<file path="src/rtl/aud_pkg.sv">
`timescale 1ns/1ps
package aud_pkg;
  typedef enum logic [1:0] {
    SQ_IDLE  = 2'd0,
    SQ_READ  = 2'd1,
    SQ_WRITE = 2'd2
  } sq_state_t;
endpackage

</file>
<file path="src/rtl/aud_rate_gen.sv">
`timescale 1ns/1ps
module aud_rate_gen #(
  parameter int LFSR_W = 11,
  parameter int TAP_A  = 10,
  parameter int TAP_B  = 8
) (
  input  logic              clk,
  input  logic              rst_n,
  input  logic              en,
  input  logic [LFSR_W-1:0] rate,
  output logic              tick
);
  localparam logic [LFSR_W-1:0] TERMINAL = {LFSR_W{1'b1}};

  logic [LFSR_W-1:0] lfsr_q;
  logic [LFSR_W-1:0] lfsr_step;

  assign lfsr_step = {lfsr_q[LFSR_W-2:0], lfsr_q[TAP_A] ^ lfsr_q[TAP_B]};
  assign tick      = en && (lfsr_q == TERMINAL);

  always_ff @(posedge clk or negedge rst_n) begin
    if (!rst_n)               lfsr_q <= '0;
    else if (!en || tick)     lfsr_q <= rate;
    else                      lfsr_q <= lfsr_step;
  end

  // each tick is followed by a reload from the rate field
  p_reload_r1: assert property (@(posedge clk) disable iff (!rst_n)
    tick |=> (lfsr_q == $past(rate)));
endmodule

</file>
<file path="src/rtl/aud_lut.sv">
`timescale 1ns/1ps
module aud_lut #(
  parameter int IDX_W = 6,
  parameter int VAL_W = 6
) (
  input  logic             clk,
  input  logic             rst_n,
  input  logic             wr_en,
  input  logic [IDX_W-1:0] wr_idx,
  input  logic [VAL_W-1:0] wr_val,
  input  logic [IDX_W-1:0] rd_idx,
  output logic [VAL_W-1:0] rd_val
);
  localparam int DEPTH = 1 << IDX_W;

  logic [VAL_W-1:0] tbl [DEPTH];

  always_ff @(posedge clk or negedge rst_n) begin
    if (!rst_n) begin
      for (int i = 0; i < DEPTH; i++) tbl[i] <= VAL_W'(i);
    end else if (wr_en) begin
      tbl[wr_idx] <= wr_val;
    end
  end

  assign rd_val = tbl[rd_idx];
endmodule

</file>
<file path="src/rtl/aud_seq.sv">
`timescale 1ns/1ps
module aud_seq
  import aud_pkg::*;
#(
  parameter int ADDR_W = 21,
  parameter int WORD_W = 20,
  parameter int PAGE_W = 10,
  parameter int SAMP_W = 6
) (
  input  logic              clk,
  input  logic              rst_n,
  input  logic              tick,
  input  logic              ld_en,
  input  logic              ld_valid,
  input  logic [ADDR_W-1:0] ld_addr,
  output logic              ld_ready,
  input  logic [SAMP_W-1:0] samp_val,
  output logic              mem_req,
  output logic              mem_we,
  output logic [ADDR_W-1:0] mem_addr,
  output logic [WORD_W-1:0] mem_wdata,
  input  logic              mem_ack,
  input  logic [WORD_W-1:0] mem_rdata,
  output logic              rd_done,
  output logic              overrun
);
  sq_state_t         st_q;
  logic [ADDR_W-1:0] addr_q;
  logic [WORD_W-1:0] wdata_q;
  logic              rd_unused;

  function automatic logic [ADDR_W-1:0] page_inc(input logic [ADDR_W-1:0] a);
    page_inc = {a[ADDR_W-1:PAGE_W], a[PAGE_W-1:0] + 1'b1};
  endfunction

  assign rd_unused = ^mem_rdata[SAMP_W-1:0];
  assign ld_ready  = ld_en && (st_q == SQ_IDLE) && !tick;
  assign mem_req   = (st_q != SQ_IDLE);
  assign mem_we    = (st_q == SQ_WRITE);
  assign mem_addr  = addr_q;
  assign mem_wdata = wdata_q;
  assign rd_done   = (st_q == SQ_READ) && mem_ack;
  assign overrun   = tick && (st_q != SQ_IDLE);

  always_ff @(posedge clk or negedge rst_n) begin
    if (!rst_n) begin
      st_q    <= SQ_IDLE;
      addr_q  <= '0;
      wdata_q <= '0;
    end else begin
      unique case (st_q)
        SQ_IDLE: begin
          if (ld_valid && ld_ready) addr_q <= page_inc(ld_addr);
          else if (tick)            st_q   <= SQ_READ;
        end
        SQ_READ: begin
          if (mem_ack) begin
            wdata_q <= {mem_rdata[WORD_W-1:SAMP_W], samp_val};
            st_q    <= SQ_WRITE;
          end
        end
        SQ_WRITE: begin
          if (mem_ack) begin
            addr_q <= page_inc(addr_q);
            st_q   <= SQ_IDLE;
          end
        end
        default: st_q <= SQ_IDLE;
      endcase
    end
  end

  // request held steady under back-pressure
  p_hold_r11: assert property (@(posedge clk) disable iff (!rst_n)
    (mem_req && !mem_ack) |=> (mem_req && $stable(mem_we) && $stable(mem_addr) && $stable(mem_wdata)));

  // an accepted read is followed by a write to the same word
  p_rmw_pair_r3: assert property (@(posedge clk) disable iff (!rst_n)
    (mem_req && !mem_we && mem_ack) |=> (mem_req && mem_we && mem_addr == $past(mem_addr)));

  // increments never leave the page
  p_page_r6: assert property (@(posedge clk) disable iff (!rst_n)
    (mem_req && mem_we && mem_ack) |=> (mem_addr[ADDR_W-1:PAGE_W] == $past(mem_addr[ADDR_W-1:PAGE_W])));
endmodule

</file>
<file path="src/rtl/audio_sample_dma.sv">
`timescale 1ns/1ps
module audio_sample_dma #(
  parameter int WORD_W   = 20,
  parameter int ADDR_W   = 21,
  parameter int PAGE_W   = 10,
  parameter int LFSR_W   = 11,
  parameter int SAMP_W   = 6,
  parameter int DAC_W    = 7,
  parameter int RATE_LSB = 6,
  parameter int EN_BIT   = 18,
  parameter int LD_BIT   = 1,
  parameter int IRQ_BIT  = 10
) (
  input  logic              clk,
  input  logic              rst_n,
  input  logic              ctl_we,
  input  logic [WORD_W-1:0] ctl_wdata,
  input  logic              ld_valid,
  input  logic [ADDR_W-1:0] ld_addr,
  output logic              ld_ready,
  input  logic              lut_we,
  input  logic [SAMP_W-1:0] lut_idx,
  input  logic [SAMP_W-1:0] lut_data,
  input  logic [SAMP_W-1:0] adc_code,
  output logic [DAC_W-1:0]  dac_out,
  output logic              irq,
  input  logic              irq_ack,
  output logic              overrun,
  output logic              mem_req,
  output logic              mem_we,
  output logic [ADDR_W-1:0] mem_addr,
  output logic [WORD_W-1:0] mem_wdata,
  input  logic              mem_ack,
  input  logic [WORD_W-1:0] mem_rdata
);
  localparam int RATE_MSB = RATE_LSB + LFSR_W - 1;

  logic [LFSR_W-1:0] rate_q;
  logic              en_q;
  logic              load_q;
  logic              tick;
  logic              rd_done;
  logic [SAMP_W-1:0] samp_val;
  logic [DAC_W-1:0]  dac_q;
  logic              irq_q;
  logic              ctl_unused;

  assign ctl_unused = ^ctl_wdata;

  always_ff @(posedge clk or negedge rst_n) begin
    if (!rst_n) begin
      rate_q <= '0;
      en_q   <= 1'b0;
      load_q <= 1'b0;
    end else if (ctl_we) begin
      rate_q <= ctl_wdata[RATE_MSB:RATE_LSB];
      en_q   <= ctl_wdata[EN_BIT];
      load_q <= ctl_wdata[LD_BIT];
    end else if (ld_valid && ld_ready) begin
      load_q <= 1'b0;
    end
  end

  always_ff @(posedge clk or negedge rst_n) begin
    if (!rst_n) begin
      dac_q <= '0;
      irq_q <= 1'b0;
    end else begin
      if (rd_done) dac_q <= mem_rdata[WORD_W-1 -: DAC_W];
      if (rd_done && mem_rdata[IRQ_BIT]) irq_q <= 1'b1;
      else if (irq_ack)                  irq_q <= 1'b0;
    end
  end

  assign dac_out = dac_q;
  assign irq     = irq_q;

  aud_rate_gen #(.LFSR_W(LFSR_W)) u_rate (
    .clk  (clk),
    .rst_n(rst_n),
    .en   (en_q),
    .rate (rate_q),
    .tick (tick)
  );

  aud_lut #(.IDX_W(SAMP_W), .VAL_W(SAMP_W)) u_lut (
    .clk   (clk),
    .rst_n (rst_n),
    .wr_en (lut_we),
    .wr_idx(lut_idx),
    .wr_val(lut_data),
    .rd_idx(adc_code),
    .rd_val(samp_val)
  );

  aud_seq #(.ADDR_W(ADDR_W), .WORD_W(WORD_W), .PAGE_W(PAGE_W), .SAMP_W(SAMP_W)) u_seq (
    .clk      (clk),
    .rst_n    (rst_n),
    .tick     (tick),
    .ld_en    (load_q),
    .ld_valid (ld_valid),
    .ld_addr  (ld_addr),
    .ld_ready (ld_ready),
    .samp_val (samp_val),
    .mem_req  (mem_req),
    .mem_we   (mem_we),
    .mem_addr (mem_addr),
    .mem_wdata(mem_wdata),
    .mem_ack  (mem_ack),
    .mem_rdata(mem_rdata),
    .rd_done  (rd_done),
    .overrun  (overrun)
  );

  // with the engine off, an idle port stays idle
  p_off_r2: assert property (@(posedge clk) disable iff (!rst_n)
    (!en_q && !mem_req) |=> !mem_req);

  // the interrupt only rises after a flagged read
  p_irq_src_r7: assert property (@(posedge clk) disable iff (!rst_n)
    $rose(irq) |-> $past(rd_done && mem_rdata[IRQ_BIT]));

  // a completed address load drops the load bit
  p_ld_clear_r8: assert property (@(posedge clk) disable iff (!rst_n)
    (ld_valid && ld_ready && !ctl_we) |=> !load_q);
endmodule

</file>
<file path="config.mk">
export PLATFORM = sky130hd
export DESIGN_NAME = audio_sample_dma
export DESIGN_NICKNAME = d
export VERILOG_FILES = /design/src/rtl/aud_pkg.sv /design/src/rtl/aud_rate_gen.sv /design/src/rtl/aud_lut.sv /design/src/rtl/aud_seq.sv /design/src/rtl/audio_sample_dma.sv
export SDC_FILE = /design/constraint.sdc
export NUM_CORES = 1
export LEC_CHECK = 0
export CORE_MARGIN = 2
export CORE_UTILIZATION = 25
export DETAILED_ROUTE_END_ITERATION = 12
export MAX_ROUTING_LAYER = met4
export PLACE_DENSITY = 0.39
export SETUP_SLACK_MARGIN = 0.2
export SYNTH_ARGS = -nofsm -noshare
export SYNTH_HDL_FRONTEND = slang
export SYNTH_SLANG_ARGS = --single-unit
</file>
<file path="constraint.sdc">
create_clock -name clk -period 3.2 [get_ports clk]
set_input_delay 0.8 -clock clk [delete_from_list [all_inputs] [get_ports clk]]
set_output_delay 0.8 -clock clk [all_outputs]
set_load 0.02 [all_outputs]
</file>
==> impl.org <==
** Min path
- Worst hold path class :: input port to async pin

** Clock tree
- TritonCTS built the clock tree.
- Root buffer cell :: clkbuf_16
- Clock-pin slew on the worst setup and hold paths :: roughly 0.060 ns
- Clock insertion delay at the later pin of the skew report :: approximately 0.63 ns
- Clock buffers created by TritonCTS :: 56
- Hold repair after CTS inserted 0 buffers.
- No sink is reached through more buffers than the 3 on the longest clock path.
- Level count of the clock H-tree :: 2
- Clock tree synthesis found a total of around 450 sinks.

** Synth
- Proportion of synthesized flip-flops having asynchronous set or reset :: 100.0%
- Among all flip-flop cells after synthesis, the most frequent one is dfrtp_1.
- Unique masters post-synth :: 54
- After synthesis the netlist holds a flip-flop and latch count of 452.
- Synthesized-area fraction occupied by and/or/nand/nor cells :: 5.882%
- Summing the areas of all xor and xnor instances in the mapped netlist gives less than 1% of the synthesized area.
- The mapped netlist covers about 21000 sq um.
- Each instance of the synthesized netlist takes up on average ~14 sq um.
- Synth Warn # :: 0
- Syn_nets :: approximately 1600
- Summing the sequential cell areas from Yosys gives between 50% and 60% of the chip area.
- Multiplexer area fraction after synthesis :: 33.68%
- Count of flip-flops with a built-in enable after synthesis :: 0
- Synth Area in Adders :: less than 1%
- Cell count after synthesis :: roughly 1500
- Combinational family with the most area after synthesis :: multiplexers
- Complex-gate fraction of the synthesized area :: between 3 and 4%

** Routing
- DRC violation total after the first TritonRoute iteration :: 455
- After detailed routing, the number of remaining DRC violations is 0.
- The first TritonRoute pass finished after 5 iterations.
- Final ANT Viol Nets :: 0
- Total via count in the routed design :: 13060
- The routed design has 60.19 mm of wire.
- Routed vias/inst :: 4.529
- Dividing the detail-routed wire length by the instance count gives roughly 21 microns.

** Worst setup path
- The worst register-to-register path has a depth of 7.
- Setup Crit Path Kind :: register to output pin
- Maximum fanout count along the critical path :: 5
- STA classifies the critical path endpoint as an output pin.
- For the worst setup path, the data required time is 2.40 ns.
- Register-to-Register Setup Slack :: 0.99 ns
- Setup crit start kind :: register
- Capturing point of the worst reg2reg path :: u_seq.mem_addr[9]
- Critical R2R Launch :: u_seq.st_q[1]
- Critical path data arrival time :: slightly above 2 ns

** Floorplan
- DIE WIDTH :: 295.4 microns
- Core footprint :: approximately 84000 sq um
- Die Y :: between 200 and 300 microns
- Number of rows in the core area :: between 100 and 150
- Num ports :: 139
- The die covers roughly 87000 sq um.
- The initial utilization of the core area, before any placement, comes to approximately a quarter.

** Pwr
- Dividing total power by cell area gives a power density of 602.6 nW/um^2.
- Part of the total power dissipated in the clock network :: about 41%
- The worst-case IR drop observed on VDD is ~0.00039 V.
- Summed over all cells, the static leakage comes to 11.25 nW.
- Proportion of power drawn by flip-flops and latches :: 45.0%
- Share of power burned in combinational logic :: about 14%
- The internal power of the cells totals around 12 mW.
- After layout, the design draws a total of between 15 and 20 mW.
- Summed over all nets, the switching power comes to between 4 and 5 mW.
- Share of total power consumed by net switching :: 25.40%

** Layout
- Layout fillers :: 8452
- Relative to the synthesized area, the layout overhead comes to 23.84%.
- For this run, the post-layout net count is between 1500 and 2000.
- Share of cells above drive strength 1 :: between 40 and 50%
- The finished layout holds roughly 2900 standard cells, fillers aside.
- 0 antenna diodes ended up in the layout.

** STA
- At the pin with the least slew margin, the transition time is 0.9947 ns.
- The final max-slew violation count was 0.
- Setup violation total in the final timing report :: 0
- The worst path in the final design needs a cycle of 2.851 ns, including I/O delays and setup.
- Setup repair after global routing left no endpoint under its margin.
- Between clock sinks in the finished design, the worst skew comes to 0.01903 ns.
- The hold violation count in the final report was 0.
- Highest clock rate :: between 300 and 400 MHz
- Share of the clock period used by the worst path :: between 80% and 90%
- Max transition margin :: 33.44%

** GRT
- Total Routing Usage GR :: around 14%
- First-pass GRT wire length :: around 92 mm
- Antenna violations before repair :: 0
- Congestion Overflow GR :: 0
- Entering global routing, the biggest net connects 69 pins.
- Vias in the first global route :: about 14000

** Placed design
- Input/output buffers :: roughly 130
- Cell count after placement :: between 2000 and 3000
- HPWL Detailed :: 40.47 mm
- Final estimated routing congestion in global placement :: approximately 0.77

** Outcome
- The run finished with clean final reports.

** Run
- Max Cap Violations :: 0
## routing by layer
metal  GRT usage (%)  vias up  part of all wire (%)
met4           3.677        0                   2.1
met2           23.15      252                    48
met3           2.533       77                   4.6
met1           18.72     6815                    46
met5               -        -                     0
li1                -     5913                     -
## critical path: stages (launching register included)
cell	delay, ns
dfrtp_1	0.42
and4_1	0.22
nand4_1	0.21
and3_1	0.28
dlygate4sd2_1	0.32
## metrics by stage
stage	setup WS [ns]	hold slack, ns	util, %	TNS, ns	cell area, sq um
floorplan	0.9454	0.4460	-	0	21230
global placement	-0.4062	0.4574	29.10	-24.17	24400
detailed placement	-0.4374	0.4649	29.10	-24.96	24400
CTS	0.2178	0.1400	31.36	0	26290
global route	0.2400	0.1555	31.36	0	26290
finish	0.3486	0.1541	31.36	0	26290
## timing repair
item / CTS / global route
resized for setup: 2 / 1
endpoints found under the setup margin: 2 / 26
buffers inserted: 0 / 0
## final cells by class
| cell class | count | area (sq um) | share of cell area, % |
|---|---|---|---|
| sequential | 452 | 11550 | 43.94 |
| multi-input combinational | 946 | 9134 | 34.74 |
| timing repair buffer | 238 | 2266 | 8.619 |
| clock buffer | 93 | 1720 | 6.544 |
| tap | 1134 | 1419 | 5.397 |
| clock inverter | 13 | 173.9 | 0.6615 |
| inverter | 7 | 26.28 | 0.09994 |
## Yosys cell counts, types with 2 or more instances
cell       number  share of area, %
nand3_1        17              0.40
a311oi_1        4              0.17
clkbuf_1       51              0.90
o211ai_1        6              0.21
o22a_1          6              0.25
dfrtp_1       260                31
nor3_1          8              0.19
nand2_1       125               2.2
o21bai_1        2             0.071
buf_1           9              0.16
or2_1           3             0.088
inv_1           7              0.12
mux2_1         69               3.7
a2bb2oi_1       2             0.083
buf_2          11              0.26
o21a_1          2             0.071
a221oi_1        6              0.25
nor2_2         19              0.56
o2111ai_1       2             0.083
mux4_2         70               7.4
nor2_1         46              0.81
nand4_1         9              0.27
buf_4          23              0.81
nand3b_1        3              0.11
o221ai_1        6              0.25
and3_1         10              0.29
and4_1          2             0.083
dfstp_2       192                24
a22oi_1        12              0.42
a211oi_1        5              0.18
mux4_1          2              0.25
mux2_2        359                19
o21ai_1         6              0.14
nor2b_1         2             0.059
mux2i_1        70               3.3
nand2b_1        6              0.18
a21oi_1        27              0.64
and3b_1         2             0.083
and2_1          6              0.18
nor3b_1         5              0.18
buf_6           6              0.32
o21ai_0        15              0.35
## power groups by stage
stage | clock network (mW) | logic, mW | registers [mW]
after floorplan | 0 | 1.33 | 7.18
after global placement | 0 | 2.24 | 7.19
after detailed placement | 0 | 2.28 | 7.22
after CTS | 6.76 | 2.28 | 7.13
after global routing | 6.99 | 2.43 | 7.24
final | 6.49 | 2.22 | 7.13
## flip-flops by register name, indices dropped and copies added (netlist names), 2 cells and up
| register | cells |
|---|---|
| u_lut.tbl | 384 |
| u_seq.mem_addr | 21 |
| u_seq.mem_wdata | 14 |
| rate_q | 11 |
| u_rate.lfsr_q | 11 |
| dac_out | 6 |
| u_seq.st_q | 2 |
## cells in the final DEF (no fill, tap or decap), types with 27 or more instances in the layout
cell / instances
a21oi_1: 27
nor2_1: 45
mux2_2: 359
dfrtp_1: 260
buf_4: 98
clkdlybuf4s50_1: 113
clkbuf_16: 56
mux4_2: 70
nand2_1: 125
mux2_1: 69
mux2i_1: 70
dfstp_2: 192
## worst max path at each step
stage                      from                  to
2_1_floorplan       adc_code[0]  u_seq.mem_wdata[3]
3_3_place_gp         lut_idx[1]      u_lut.tbl[335]
3_5_place_dp         lut_idx[0]      u_lut.tbl[282]
4_1_cts              lut_idx[0]      u_lut.tbl[285]
5_1_grt        u_rate.lfsr_q[8]            ld_ready
6_report       u_rate.lfsr_q[8]            ld_ready
## cells by family after synthesis
family | count (synthesis)
AO/OA/AOI/OAI | 106
XOR/XNOR | 1
adder cells (fa/ha/maj) | 1
buffers and inverters | 107
flip-flops | 452
multiplexers | 570
AND/OR/NAND/NOR | 268
Power figures use the tool's default switching activity.
